===== src/rtl/tmr_pkg.sv =====
package tmr_pkg;
  localparam int unsigned NCH  = 2;
  localparam int unsigned PW   = 2;
  localparam int unsigned CW   = 8;
  localparam int unsigned QDIV = 4;
  typedef logic [PW-1:0] presc_t;
  typedef logic [CW-1:0] count_t;
endpackage


===== src/rtl/tmr_tickgen.sv =====
module tmr_tickgen #(
  parameter int unsigned DIV = 4
) (
  input  logic clk,
  input  logic rst_n,
  input  logic src_ext,
  input  logic ext_clk,
  output logic tick
);
  localparam int unsigned DW = (DIV > 1) ? $clog2(DIV) : 1;

  logic [DW-1:0] div_q, div_d;
  logic          e1_q, e2_q, e3_q;
  logic          tick_q, tick_d;

  always_comb begin
    div_d  = (div_q == DW'(DIV-1)) ? '0 : div_q + DW'(1);
    tick_d = src_ext ? (e2_q & ~e3_q) : (div_q == DW'(DIV-1));
  end

  always_ff @(posedge clk or negedge rst_n) begin
    if (!rst_n) begin
      div_q  <= '0;
      e1_q   <= 1'b0;
      e2_q   <= 1'b0;
      e3_q   <= 1'b0;
      tick_q <= 1'b0;
    end else begin
      div_q  <= div_d;
      e1_q   <= ext_clk;
      e2_q   <= e1_q;
      e3_q   <= e2_q;
      tick_q <= tick_d;
    end
  end

  assign tick = tick_q;

  // a tick never lasts two cycles
  p_tick_single_r1: assert property (@(posedge clk) disable iff (!rst_n)
    tick_q |=> !tick_q);
endmodule


===== src/rtl/tmr_chan.sv =====
module tmr_chan
  import tmr_pkg::*;
(
  input  logic   clk,
  input  logic   rst_n,
  input  logic   tick,
  input  logic   start,
  input  presc_t presc,
  input  count_t reload,
  output logic   uf,
  output count_t count
);
  presc_t pre_q, pre_d;
  count_t dec_q, dec_d;
  logic   run_q, run_d;

  assign uf    = run_q & tick & ~start & (pre_q == '0) & (dec_q == '0);
  assign count = dec_q;

  always_comb begin
    pre_d = pre_q;
    dec_d = dec_q;
    run_d = run_q;
    if (start) begin
      pre_d = presc;
      dec_d = reload;
      run_d = 1'b1;
    end else if (run_q && tick) begin
      if (pre_q == '0) begin
        pre_d = presc;
        dec_d = (dec_q == '0) ? reload : dec_q - CW'(1);
      end else begin
        pre_d = pre_q - PW'(1);
      end
    end
  end

  always_ff @(posedge clk or negedge rst_n) begin
    if (!rst_n) begin
      pre_q <= '0;
      dec_q <= '0;
      run_q <= 1'b0;
    end else begin
      pre_q <= pre_d;
      dec_q <= dec_d;
      run_q <= run_d;
    end
  end

  // underflow reloads the decrementer on the same edge
  p_uf_reload_r3: assert property (@(posedge clk) disable iff (!rst_n)
    uf |=> (dec_q == $past(reload)) && (pre_q == $past(presc)));
  // a start loads both stages and runs
  p_start_load_r8: assert property (@(posedge clk) disable iff (!rst_n)
    start |=> (dec_q == $past(reload)) && (pre_q == $past(presc)) && run_q);
  // without a tick the state holds
  p_no_tick_hold_r2: assert property (@(posedge clk) disable iff (!rst_n)
    (!tick && !start) |=> $stable(dec_q) && $stable(pre_q));
endmodule


===== src/rtl/tmr_capture.sv =====
module tmr_capture
  import tmr_pkg::*;
(
  input  logic   clk,
  input  logic   rst_n,
  input  logic   pin,
  input  logic   rise_sel,
  input  logic   idle,
  input  count_t count,
  output count_t cap
);
  logic   s1_q, s2_q, prev_q;
  logic   hit;
  count_t cap_q, cap_d;

  assign hit = (s2_q != prev_q) && (s2_q == rise_sel) && !idle;

  always_comb begin
    cap_d = hit ? count : cap_q;
  end

  always_ff @(posedge clk or negedge rst_n) begin
    if (!rst_n) begin
      s1_q   <= 1'b0;
      s2_q   <= 1'b0;
      prev_q <= 1'b0;
      cap_q  <= '0;
    end else begin
      s1_q   <= pin;
      s2_q   <= s1_q;
      prev_q <= s2_q;
      cap_q  <= cap_d;
    end
  end

  assign cap = cap_q;

  // nothing is captured while idle
  p_idle_hold_r6: assert property (@(posedge clk) disable iff (!rst_n)
    idle |=> $stable(cap_q));
  // without a level change the register holds
  p_no_edge_hold_r5: assert property (@(posedge clk) disable iff (!rst_n)
    (s2_q == prev_q) |=> $stable(cap_q));
endmodule


===== src/rtl/tmr_pin.sv =====
module tmr_pin (
  input  logic clk,
  input  logic rst_n,
  input  logic tog_en,
  input  logic uf,
  input  logic wr,
  input  logic wdata,
  output logic pin
);
  logic pin_q, pin_d;

  always_comb begin
    pin_d = pin_q;
    if (tog_en) begin
      if (uf) pin_d = ~pin_q;
    end else if (wr) begin
      pin_d = wdata;
    end
  end

  always_ff @(posedge clk or negedge rst_n) begin
    if (!rst_n) pin_q <= 1'b0;
    else        pin_q <= pin_d;
  end

  assign pin = pin_q;

  // each underflow in toggle mode flips the pin
  p_toggle_r7: assert property (@(posedge clk) disable iff (!rst_n)
    (tog_en && uf) |=> (pin_q != $past(pin_q)));
  // CPU writes cannot move the pin in toggle mode
  p_wr_ignored_r9: assert property (@(posedge clk) disable iff (!rst_n)
    (tog_en && !uf) |=> $stable(pin_q));
  // out of toggle mode only a write changes the pin
  p_keep_r10: assert property (@(posedge clk) disable iff (!rst_n)
    (!tog_en && !wr) |=> $stable(pin_q));
endmodule


===== src/rtl/twin_dcount_timer.sv =====
module twin_dcount_timer
  import tmr_pkg::*;
(
  input  logic       clk,
  input  logic       rst_n,
  input  logic       tick_src_ext,
  input  logic       ext_clk,
  input  logic       cascade,
  input  logic [1:0] presc_a,
  input  logic [7:0] reload_a,
  input  logic       start_a,
  input  logic       int_en_a,
  input  logic [1:0] presc_b,
  input  logic [7:0] reload_b,
  input  logic       start_b,
  input  logic       int_en_b,
  input  logic       cap_pin_a,
  input  logic       cap_edge_a,
  input  logic       cap_pin_b,
  input  logic       cap_edge_b,
  input  logic       idle,
  input  logic       tog_en,
  input  logic       port_wr,
  input  logic       port_wdata,
  output logic       irq_a,
  output logic       irq_b,
  output logic [7:0] cap_a,
  output logic [7:0] cap_b,
  output logic       port_pin
);
  // reset: asserted asynchronously, released on a clock edge
  logic rs1_q, rs2_q;
  always_ff @(posedge clk or negedge rst_n) begin
    if (!rst_n) begin
      rs1_q <= 1'b0;
      rs2_q <= 1'b0;
    end else begin
      rs1_q <= 1'b1;
      rs2_q <= rs1_q;
    end
  end

  logic base_tick;
  tmr_tickgen #(.DIV(QDIV)) i_tick (
    .clk(clk), .rst_n(rs2_q), .src_ext(tick_src_ext), .ext_clk(ext_clk),
    .tick(base_tick)
  );

  presc_t presc_v [NCH];
  count_t reload_v[NCH];
  count_t count_v [NCH];
  count_t cap_v   [NCH];
  logic   start_v [NCH];
  logic   uf_v    [NCH];
  logic   tick_v  [NCH];
  logic   pin_v   [NCH];
  logic   edge_v  [NCH];

  assign presc_v[0]  = presc_a;   assign presc_v[1]  = presc_b;
  assign reload_v[0] = reload_a;  assign reload_v[1] = reload_b;
  assign start_v[0]  = start_a;   assign start_v[1]  = start_b;
  assign pin_v[0]    = cap_pin_a; assign pin_v[1]    = cap_pin_b;
  assign edge_v[0]   = cap_edge_a; assign edge_v[1]  = cap_edge_b;

  for (genvar g = 0; g < NCH; g++) begin : g_ch
    if (g == 0) begin : g_head
      assign tick_v[g] = base_tick;
    end else begin : g_chain
      assign tick_v[g] = cascade ? uf_v[g-1] : base_tick;
    end

    tmr_chan i_chan (
      .clk(clk), .rst_n(rs2_q), .tick(tick_v[g]), .start(start_v[g]),
      .presc(presc_v[g]), .reload(reload_v[g]), .uf(uf_v[g]), .count(count_v[g])
    );

    tmr_capture i_cap (
      .clk(clk), .rst_n(rs2_q), .pin(pin_v[g]), .rise_sel(edge_v[g]),
      .idle(idle), .count(count_v[g]), .cap(cap_v[g])
    );
  end

  tmr_pin i_pin (
    .clk(clk), .rst_n(rs2_q), .tog_en(tog_en), .uf(uf_v[NCH-1]),
    .wr(port_wr), .wdata(port_wdata), .pin(port_pin)
  );

  assign irq_a = uf_v[0] & int_en_a;
  assign irq_b = uf_v[NCH-1] & int_en_b;
  assign cap_a = cap_v[0];
  assign cap_b = cap_v[NCH-1];

  // interrupt pulses last one cycle
  p_irq_pulse_r3: assert property (@(posedge clk) disable iff (!rs2_q)
    irq_a |=> !irq_a);
  // in cascade, B only steps on an A underflow
  p_cascade_step_r4: assert property (@(posedge clk) disable iff (!rs2_q)
    (cascade && irq_b) |-> uf_v[0]);
endmodule


===== config.mk =====
export PLATFORM = sky130hd
export DESIGN_NAME = twin_dcount_timer
export DESIGN_NICKNAME = d
export VERILOG_FILES = /design/src/rtl/tmr_pkg.sv /design/src/rtl/tmr_tickgen.sv /design/src/rtl/tmr_chan.sv /design/src/rtl/tmr_capture.sv /design/src/rtl/tmr_pin.sv /design/src/rtl/twin_dcount_timer.sv
export SDC_FILE = /design/constraint.sdc
export NUM_CORES = 1
export LEC_CHECK = 0
export ABC_AREA = 1
export CAP_MARGIN = 15
export CORE_MARGIN = 2
export CORE_UTILIZATION = 62
export DETAILED_ROUTE_END_ITERATION = 10
export DONT_BUFFER_PORTS = 1
export PLACE_DENSITY = 0.82
export SYNTH_ARGS = -nofsm -noshare
export SYNTH_HDL_FRONTEND = slang
export SYNTH_SLANG_ARGS = --single-unit
export TNS_END_PERCENT = 5

===== constraint.sdc =====
create_clock -name clk -period 1.89 [get_ports clk]
set_input_delay 0.4725 -clock clk [delete_from_list [all_inputs] [get_ports clk]]
set_output_delay 0.4725 -clock clk [all_outputs]
set_load 0.01 [all_outputs]

==> impl_metrics.csv <==
group,metric,value,unit
global_routing,grt_util_all_layers,22.8,%
floorplan,rows,23,
power,power.leakage,1.41,nW
logic_synthesis,yosysSeqAreaShare,52.3,%
finish,n_antenna_cell,0,
cts,cts_tree,"built",
place,place_hpwl,3.52,mm
routing,finalWirelength,4.85,mm
sta,final.setup.tns,-313,ps
sta,setup-violations-final,2,
sta,holdWs,184,ps
setup_path,startpoint_type,"flip-flop",
routing,drt_pre_antenna_iters,4,
sta,period_needed,2180,ps
flow_run,cap_violations,0,
finish,layout_common_cells,"76 x nand2_1, 52 x dfrtp_1, 36 x o21ai_0",
place,portBuffers,0,
cts,h-tree-depth,2,
logic_synthesis,yosysWarnings,0,
place,gp_congestion,0.852,
cts,path_clk_slew,90,ps
finish,layout.nets,363,
setup_path,critical_path.endpoint_type,"output port",
finish,mostFrequentLayoutCell,"nand2_1",
logic_synthesis,synth_area_per_cell,8.45,sq um
setup_path,worstPathArrival,1710,ps
floorplan,die_w,67.9,um
floorplan,fp.coreArea,3970,sq um
cts,cts_sinks,53,
routing,ant_nets,0,
worst_hold_path,hold_class,"in -> reg",
logic_synthesis,syn_area,2530,sq um
floorplan,ios,56,
status,violations,"negative setup slack",
sta,fmax,459,MHz
status,outcome,"finished with violations",
logic_synthesis,syn_inst,300,
logic_synthesis,synth_cell_type_count,30,
logic_synthesis,synth_nets,342,
setup_path,worstSetupPathType,"reg -> out",
setup_path,cpMaxStageDelayCell,"dfrtp_1",
setup_path,path_cells,"inv_2 > ha_1 > nand2_1 > nor2_2 > nand2_2 > nand2_2 > nand2_4 > nor4_4 > buf_4",
global_routing,grt_max_degree,52,
finish,fillers,313,
setup_path,crit_path_max_fanout,2,
sta,fin_ws,-289,ps
global_routing,antenna_found_initial,0,
routing,wl_per_cell,13.0,um
power,powerDensity,1210,nW/um^2
sta,skew,6.08,ps
floorplan,initial_utilization,63.8,%
routing,route.detailed.drc,0,
routing,dr_total_vias,1994,
sta,slew_viol_final,0,
global_routing,grt_pass1_vias,1834,
cts,cts_root_buf,"clkbuf_8",
sta,period_share,115,%
routing,drt-initial-drc-count,141,
global_routing,overflow,0,
sta,slew_headroom,58.9,%
setup_path,cpPeakStageDelay,400,ps
setup_path,crit_required,1420,ps
finish,drive_gt1_share,14.9,%
sta,worst_pin_slew,617,ps
cts,cts_buffers,5,
power,peakVddDrop,0.653,mV
global_routing,grt_pass1_wl,7.97,mm
routing,vias_per_cell,5.36,
sta,hold_violations,0,
floorplan,dieArea,4610,sq um
logic_synthesis,ys_ff_latch,53,
cts,insertion_delay,310,ps
sta,rsz0062_at_grt,"true",
finish,syn2layout_area_growth,12.5,%
floorplan,die_y,67.9,um
setup_path,crit_top_cell,"nand2_2",
cts,cts_buffer_depth,2,
-- worst paths after layout --
kind | start | end | slack, ps | cells after the start
worst max register to register | g_ch[0].i_chan.count[0] | g_ch[0].i_chan.count[5] | 120 | 13
worst min register to register | i_tick.e1_q | i_tick.e2_q | 360 | 0
max in group asynchronous | rs2_q | g_ch[0].i_cap.prev_q | 1120 | 1
worst min-delay path | cap_pin_a | g_ch[0].i_cap.s1_q | 180 | 0
min in group asynchronous | rs2_q | g_ch[0].i_chan.count[2] | 370 | 1
worst max-delay path | g_ch[0].i_chan.count[0] | irq_b | -290 | 9
-- registers in the layout (all words and copies together) (netlist names), 2 cells and up --
register	count
i_tick.div_q	2
g_ch.i_cap.s1_q	2
g_ch.i_chan.pre_q	4
g_ch.i_chan.run_q	2
g_ch.i_cap.prev_q	2
g_ch.i_cap.s2_q	2
g_ch.i_chan.count	16
g_ch.i_cap.cap	16
-- area by class of cell --
type                    count  area [sq um]  area share, %
well taps                  50          62.6           2.19
flip-flops and latches     53          1330           46.6
repair buffers             20           156           5.49
inverters                  35           131           4.61
clock buffers               5          68.8           2.41
multi-input cells         206          1060           37.1
clock inverters             3          46.3           1.62
-- cells by family (layout without fill, tap and decap cells) --
group           after synthesis  count (layout)  synth area share, %
buf+inv                      41              63                 6.72
simple gates                137             137                 23.6
other cells                   1               1                0.148
xor+xnor                      7               7                 2.42
flops                        53              53                 52.3
compound gates               56              56                 12.3
fa+ha+maj                     5               5                 2.47
-- routing by layer --
layer	share of wire, %	global-route usage (%)	vias up
met5	0	0	-
met4	1.5	8.75	0
met2	49	38.6	61
li1	-	-	1004
met1	43	27.9	921
met3	6.4	5.92	8
-- timing repair --
item	4_1_cts	5_1_grt
buffers inserted	1	2
hold endpoints to repair	2	0
resized for setup	2	3
hold buffers	1	0
gates cloned	0	0
pin swaps	2	1
setup endpoints to repair	2	2
-- where the power goes --
part / switching (mW) / internal [mW] / total, mW
registers: 0.251 / 1.39 / 1.64
logic: 0.594 / 0.427 / 1.02
clock network: 0.375 / 0.397 / 0.772
total: 1.22 / 2.22 / 3.44
-- synth_stat cells, drive strengths merged --
library cell  instances  area (sq um)
a21oi                 6          33.8
and2                  1          6.26
buf                   4          31.3
clkbuf                2          7.51
conb                  1          3.75
dfrtp                53          1330
ha                    5          62.6
inv                  35           131
nand2                84           340
nand3                22           110
nand3b                1          7.51
nand4                 2          12.5
nor2                 24           103
nor3                  1          5.00
nor4                  1          6.26
o211ai                7          52.6
o21ai                40           208
o22ai                 3          18.8
or2                   1          6.26
xnor2                 2          17.5
xor2                  5          43.8
-- worst max-delay path: cells and delay by family (launching register included) --
family	cells	cell delay [ps]
flops	1	400
fa+ha+maj	1	140
buf+inv	2	230
simple gates	6	630
-- stage by stage --
| step | total power, mW | util, % | worst slack, ps | instances | area, sq um |
|---|---|---|---|---|---|
| 5_1_grt | 3.71 | 71.8 | -416 | 372 | 2850 |
| 3_3_place_gp | 2.62 | 67.5 | 71.5 | 360 | 2680 |
| 2_1_floorplan | 2.35 | - | 60.7 | 300 | 2530 |
| 4_1_cts | 3.45 | 71.0 | -249 | 370 | 2820 |
| 6_report | 3.44 | 71.8 | -289 | 372 | 2850 |
| 3_5_place_dp | 2.66 | 67.5 | 30.1 | 360 | 2680 |
Power figures use the tool's default switching activity.
